==> src/rtl/pad_hold_pkg.sv <==
package pad_hold_pkg;

  localparam int CFG_W      = 4;
  localparam int BIT_KEEP   = 0;
  localparam int BIT_AUTO   = 1;
  localparam int BIT_ARM    = 2;
  localparam int BIT_COMMIT = 3;

  typedef enum logic [1:0] {
    ST_RUN    = 2'd0,
    ST_LOWPWR = 2'd1,
    ST_KEEP   = 2'd2
  } hold_state_e;

  typedef struct packed {
    logic keep;
    logic autorel;
  } hold_mode_t;

endpackage

==> src/rtl/pad_hold_cfg.sv <==
module pad_hold_cfg
  import pad_hold_pkg::*;
#(
  parameter int CFG_W = pad_hold_pkg::CFG_W
) (
  input  logic             clk,
  input  logic             rst,
  input  logic             we,
  input  logic [CFG_W-1:0] wdata,
  output hold_mode_t       mode,
  output logic             release_req,
  output logic             commit_wr
);

  logic armed_q;

  assign commit_wr   = we & wdata[BIT_COMMIT];
  assign release_req = commit_wr & armed_q;

  always_ff @(posedge clk) begin
    if (rst) begin
      mode    <= '0;
      armed_q <= 1'b0;
    end else if (we) begin
      mode.keep    <= wdata[BIT_KEEP];
      mode.autorel <= wdata[BIT_AUTO];
      if (wdata[BIT_COMMIT]) begin
        armed_q <= 1'b0;
      end else if (wdata[BIT_ARM]) begin
        armed_q <= 1'b1;
      end
    end
  end

endmodule

==> src/rtl/pad_hold_fsm.sv <==
module pad_hold_fsm
  import pad_hold_pkg::*;
(
  input  logic       clk,
  input  logic       rst,
  input  logic       enter,
  input  logic       wake,
  input  hold_mode_t mode,
  input  logic       release_req,
  output logic       hold_next,
  output logic       hold_now
);

  hold_state_e state_q, state_d;
  logic        auto_ok;

  assign auto_ok = mode.autorel & ~mode.keep;

  always_comb begin
    state_d = state_q;
    if (enter) begin
      state_d = ST_LOWPWR;
    end else begin
      unique case (state_q)
        ST_LOWPWR: if (wake)        state_d = auto_ok ? ST_RUN : ST_KEEP;
        ST_KEEP:   if (release_req) state_d = ST_RUN;
        default:                    state_d = state_q;
      endcase
    end
  end

  always_ff @(posedge clk) begin
    if (rst) state_q <= ST_RUN;
    else     state_q <= state_d;
  end

  assign hold_next = (state_d != ST_RUN);
  assign hold_now  = (state_q != ST_RUN);

endmodule

==> src/rtl/pad_hold_out.sv <==
module pad_hold_out #(
  parameter int N_PAD_GRP = 4
) (
  input  logic                 clk,
  input  logic                 rst,
  input  logic                 hold_next,
  input  logic                 hold_now,
  output logic [N_PAD_GRP-1:0] pad_le,
  output logic                 status
);

  for (genvar g = 0; g < N_PAD_GRP; g++) begin : g_rep
    always_ff @(posedge clk) begin
      if (rst) pad_le[g] <= 1'b0;
      else     pad_le[g] <= hold_next;
    end
  end

  always_ff @(posedge clk) begin
    if (rst) status <= 1'b0;
    else     status <= hold_next | hold_now;
  end

endmodule

==> src/rtl/pad_hold_ctrl.sv <==
module pad_hold_ctrl
  import pad_hold_pkg::*;
#(
  parameter int N_PAD_GRP = 4,
  parameter int CFG_W     = pad_hold_pkg::CFG_W
) (
  input  logic                 clk,
  input  logic                 rst,
  input  logic                 slp_enter,
  input  logic                 udslp_enter,
  input  logic                 wake_done,
  input  logic                 cfg_we,
  input  logic [CFG_W-1:0]     cfg_wdata,
  output logic [N_PAD_GRP-1:0] pad_le,
  output logic                 hold_status
);

  hold_mode_t mode;
  logic       release_req;
  logic       commit_wr;
  logic       hold_next;
  logic       hold_now;
  logic       enter;

  assign enter = slp_enter | udslp_enter;

  pad_hold_cfg #(.CFG_W(CFG_W)) u_cfg (
    .clk         (clk),
    .rst         (rst),
    .we          (cfg_we),
    .wdata       (cfg_wdata),
    .mode        (mode),
    .release_req (release_req),
    .commit_wr   (commit_wr)
  );

  pad_hold_fsm u_fsm (
    .clk         (clk),
    .rst         (rst),
    .enter       (enter),
    .wake        (wake_done),
    .mode        (mode),
    .release_req (release_req),
    .hold_next   (hold_next),
    .hold_now    (hold_now)
  );

  pad_hold_out #(.N_PAD_GRP(N_PAD_GRP)) u_out (
    .clk       (clk),
    .rst       (rst),
    .hold_next (hold_next),
    .hold_now  (hold_now),
    .pad_le    (pad_le),
    .status    (hold_status)
  );

endmodule

==> config.mk <==
export PLATFORM = sky130hd
export DESIGN_NAME = pad_hold_ctrl
export DESIGN_NICKNAME = d
export VERILOG_FILES = /design/src/rtl/pad_hold_pkg.sv /design/src/rtl/pad_hold_cfg.sv /design/src/rtl/pad_hold_fsm.sv /design/src/rtl/pad_hold_out.sv /design/src/rtl/pad_hold_ctrl.sv
export SDC_FILE = /design/constraint.sdc
export NUM_CORES = 1
export LEC_CHECK = 0
export BUFFER_PORTS_ARGS = -buffer_cell sky130_fd_sc_hd__buf_2
export CAP_MARGIN = 20
export CORE_AREA = 2 2 39 41
export CTS_CLUSTER_DIAMETER = 100
export DETAILED_ROUTE_END_ITERATION = 16
export DIE_AREA = 0 0 41 43
export SYNTH_ARGS = -nofsm -noshare
export SYNTH_HDL_FRONTEND = slang
export SYNTH_SLANG_ARGS = --single-unit
==> constraint.sdc <==
create_clock -name clk -period 1.3 [get_ports clk]
set_input_delay 0.26 -clock clk [delete_from_list [all_inputs] [get_ports clk]]
set_output_delay 0.26 -clock clk [all_outputs]
set_load 0.01 [all_outputs]
=== Yosys cells after proc, flatten, opt, wreduce, memory -nomap -nowiden ===
Index checks and enable logic that the tools add are counted.

* Bitwise gates (word level): 6
* Mux-type cells: 7
* Equal/unequal tests: 2
* Reduce and logical (&&, ||, !) cells: 4

{| class="wikitable"
|+ Operators with widths
! cell !! number
|-
| $mux W2 || 4
|-
| $reduce_bool A2 Y1 || 3
|-
| $pmux W2 S2 || 1
|-
| $and A1 B1 Y1 || 3
|-
| $eq A2 B1 Y1 const B || 1
|-
| $eq A2 B2 Y1 const B || 1
|-
| $mux W1 || 2
|-
| $or A1 B1 Y1 || 2
|-
| $reduce_and A2 Y1 || 1
|-
| $not A1 Y1 || 1
|}

* Word-level logic and storage cells: 25
* Output and inout bits: 5
* Register bits after elaboration: 7

=== Longest topological paths before layout ===
* Word-level depth: 8
* Depth in mapped cells: 5
* Gate-level depth less buffers: 5

=== Cells and area by module ===
A second synthesis with hierarchy kept.

* Cell total of the unflattened synthesis: 39
* Area total of the unflattened synthesis: 366.6 µm²

{| class="wikitable"
|+ Modules (own cells, without submodules)
! module !! instances !! cells each !! area an instance (µm²)
|-
| pad_hold_fsm || 1 || 20 || 162.7
|-
| pad_hold_cfg || 1 || 11 || 118.9
|-
| pad_hold_out || 1 || 7 || 78.8
|-
| pad_hold_ctrl || 1 || 1 || 6.3
|}

=== Least setup slack after synthesis ===
No wires, ideal clock.

* Path type: register to register
* Start point: register u_fsm.state_q[1]
* End point: register u_out.pad_le[2]
* Library setup time: 0.139 ns
* Path slack: 0.142 ns
* Required time: 1.161 ns
* Arrival: 1.019 ns
* Stages on the path, launching flop included: 6
* Cells stage by stage: dfxtp_1 -> inv_1 -> ha_1 -> nor2b_1 -> o22ai_1 -> a41oi_1

* Cells in the longest elaborated chain, start to end: 4

{| class="wikitable"
|+ Ends and longest elaborated chain
! element !! RTL line !! RTL
|-
| start, declared || pad_hold_fsm.sv:14 || <nowiki>hold_state_e state_q, state_d;</nowiki>
|-
| start signal, assigned || pad_hold_fsm.sv:34 || <nowiki>else state_q <= state_d;</nowiki>
|-
| $eq A2 B2 Y1, or another cell as far along || pad_hold_fsm.sv:24 || <nowiki>unique case (state_q)</nowiki>
|-
| $pmux W2 S2 * || pad_hold_fsm.sv:24 ||
|-
| $mux W2 * || pad_hold_fsm.sv:21 || <nowiki>if (enter) begin</nowiki>
|-
| $reduce_bool A2 Y1 * || pad_hold_fsm.sv:37 || <nowiki>assign hold_next = (state_d != ST_RUN);</nowiki>
|-
| end signal, assigned by index || pad_hold_out.sv:15 || <nowiki>else pad_le[g] <= hold_next;</nowiki>
|-
| end, declared || pad_hold_out.sv:8 || <nowiki>output logic [N_PAD_GRP-1:0] pad_le,</nowiki>
|}

Mark *: on every way between the ends. The rest lies on a longest branch, timed or not.
A chain may end at the register's enable or synchronous reset.

=== Worst setup path after layout ===
* Start point: register u_fsm.state_q[0]
* End point: register u_out.pad_le[2]

The elaborated chain is that of the path after synthesis.

==> impl_summary.txt <==
----------------------------------------------------
[Logic synthesis]
  Number of warnings printed during yosys synthesis ... 0
  Synthesis-stage register bit count ... 7
  Cell count after synthesis ... 39
  Mean instance size in the synthesized netlist ... 9.46 µm²
  Post-Synthesis Net Count ... 52
  Distinct cell type count of the synthesized netlist ... 21
  Sequential fraction of the synthesis area ... 0.380
  Cell area after synthesis ... around 370 µm²

[Setup path]
  Required time at the endpoint of the critical path ... around 1500 ps
  Startpoint types ... register
  Crit Path Category ... register to register
  Arr. time, crit path ... 1430 ps
  Crit-path max FO ... 5
  Crit end category ... register

[Cells and area]
  Post-route cell area ... roughly 480 µm²
  Count of fill cells added during filler insertion ... 154
  Antenna diode instance count ... 0
  Layout-stage area growth over the synthesis result ... 29.5%
  Nets ... 69
  Commonest non-fill, non-tap cell in the layout ... sky130_fd_sc_hd__buf_2
  Proportion of layout cells with a drive suffix above 1 ... 0.400
  Share of the core filled with cells in the final layout ... 0.345
  Commonest non-fill, non-tap cells in the layout ... 14 x sky130_fd_sc_hd__buf_2, 6 x sky130_fd_sc_hd__dfxtp_1, 4 x sky130_fd_sc_hd__inv_1

[GRT]
  Antenna violations before repair ... 0
  GRT Total Usage ... 0.111
  Wire length of the first global-routing pass ... 1260 µm
  Grt total ovfl ... 0
  Via count of the first global-routing pass ... 310
  Pin count of the biggest net entering global routing ... 9

[Place]
  Placed cell areas ... ~440 µm²
  Placed wire-length estimate ... about 600 µm
  Final estimated routing congestion in global placement ... 0.724
  IO Port Bufs ... 14

[Detailed routing]
  DRC errors left ... 0
  DR iter-0 viols ... 3
  Total wire length ... 787 µm
  Wire length per cell ... 11.1 µm
  Ratio of routed vias to standard cells ... ~4.9
  Via Count ... approximately 350
  1st-pass router iterations ... 5
  ANT nets after route ... 0

[Die]
  Area enclosed by the die boundary ... 0.00176 mm²
  Placeable core region ... 0.00138 mm²
  Cell Rows ... 14
  Starting density of the core ... 0.267
  Die W ... slightly above 40 µm
  Number of top-level pins ... 15
  Vertical die dimension ... 43 µm

[Timing]
  WHS ... 215 ps
  Setup TNS ... 0 ps
  Worst-Margin Slew ... 281 ps
  Final period demand of the worst path ... between 1000 and 1500 ps
  Max Fclk ... between 0.7 and 0.8 GHz
  Tightest slew margin relative to the limit ... 0.813
  Clock Skew ... 0.383 ps
  Ratio of final minimum period to clock period ... 0.970
  Number of pins exceeding their max-slew limit in the final report ... 0
  RSZ-0062 raised after global routing ... yes
  Setup-failing EPs final ... 0
  Final Hold Fails ... 0

[Power and ir drop]
  Standby leakage power ... between 0.2 and 0.25 nW
  Total design power ... 0.000541 W
  Largest voltage drop on the vdd net ... ~0.34 mV
  Power Dens Cells ... 1130 mW/mm²

[Clocking]
  Total clock sinks ... 7
  H-Tree Depth ... 1
  Number of buffers added by the clock tree synthesis step ... 3
  CTS clk-pin slew, worst paths ... 60 ps
  Number of setup buffers added after CTS ... 0
  Clock buffer depth ... 2
  Clock latency reported for the late side of the worst-skew pair ... approximately 250 ps
  CTS tree ... built
  Library cell used as clock root buffer ... sky130_fd_sc_hd__clkbuf_4

[Status]
  Outcome ... finished, final reports clean

[Run]
  Maximum capacitance violations ... 0

[Worst hold path]
  Type of the worst min-delay path ... input pin to register

----------------------------------------------------
## final timing paths
| check | from | end | slack, ps | cells after the start |
|---|---|---|---|---|
| worst max register to register | u_fsm.state_q[0] | u_out.pad_le[2] | 40 | 5 |
| worst max-delay path | u_fsm.state_q[0] | u_out.pad_le[2] | 40 | 5 |
| worst min register to register | u_cfg.mode[0] | u_cfg.mode[0] | 510 | 2 |
| worst min-delay path | cfg_wdata[3] | u_cfg.armed_q | 210 | 2 |
## cells by family after synthesis
group | Yosys count | share of synthesized area
flops | 7 | 0.380
simple gates | 9 | 0.139
compound gates | 11 | 0.224
fa+ha+maj | 3 | 0.102
mux | 2 | 0.0542
buf+inv | 7 | 0.102
## Yosys cell counts, drive strengths merged
library cell | instances | area (µm²)
or3 | 1 | 6.26
o21ai | 1 | 5.00
nor2b | 1 | 6.26
a21oi | 1 | 5.00
nor2 | 3 | 11.3
a41oi | 2 | 17.5
and2 | 1 | 6.26
mux2i | 2 | 20.0
nand3 | 2 | 15.0
o211ai | 1 | 7.51
a31oi | 1 | 6.26
o22ai | 2 | 12.5
inv | 4 | 15.0
buf | 3 | 22.5
ha | 3 | 37.5
o2111ai | 1 | 8.76
nand2b | 1 | 6.26
dfxtp | 7 | 140
a211oi | 2 | 20.0
## area by class of cell
cell class	instances	area, µm²	share of cell area
clock buffers	4	26.3	0.0550
multi-input cells	25	198	0.414
inverters	4	15.0	0.0314
well taps	16	20.0	0.0419
repair buffers	15	77.6	0.162
flip-flops and latches	7	141	0.296
## timing repair
item	4_1_cts	5_1_grt
resized for setup	0	2
setup endpoints to repair	0	4
hold endpoints to repair	0	0
hold buffers	0	0
## metal layers
metal | GRT usage | part of all wire
met4 | 0.100 | 0.033
met5 | 0 | 0
met3 | 0.0314 | 0.051
met2 | 0.156 | 0.47
met1 | 0.129 | 0.45
## registers in the layout, indices dropped and copies added, names as in the netlist
register / flops
u_out.status: 1
u_out.pad_le: 1
u_cfg.armed_q: 1
u_cfg.mode: 2
u_fsm.state_q: 2
## through the flow
stage,cells,setup WS [ps]
finish,71,38.7
global route,71,-35.6
CTS,71,6.48
global placement,67,49.8
detailed placement,67,21.8
floorplan,39,142
## critical path: stages, from the launching register on
cell and delay [ps]:
sky130_fd_sc_hd__dfxtp_2 370, sky130_fd_sc_hd__inv_1 70, sky130_fd_sc_hd__ha_1 310, sky130_fd_sc_hd__inv_1 110
sky130_fd_sc_hd__o22ai_2 80, sky130_fd_sc_hd__a41oi_1 230
## power by group
part,switching (W),leakage [nW],internal [W]
logic,0.0000478,0.139,0.0000438
registers,0.0000102,0.0581,0.000230
clock network,0.0000914,0.0150,0.000118
Note: power is estimated with default switching activity, not from simulation.
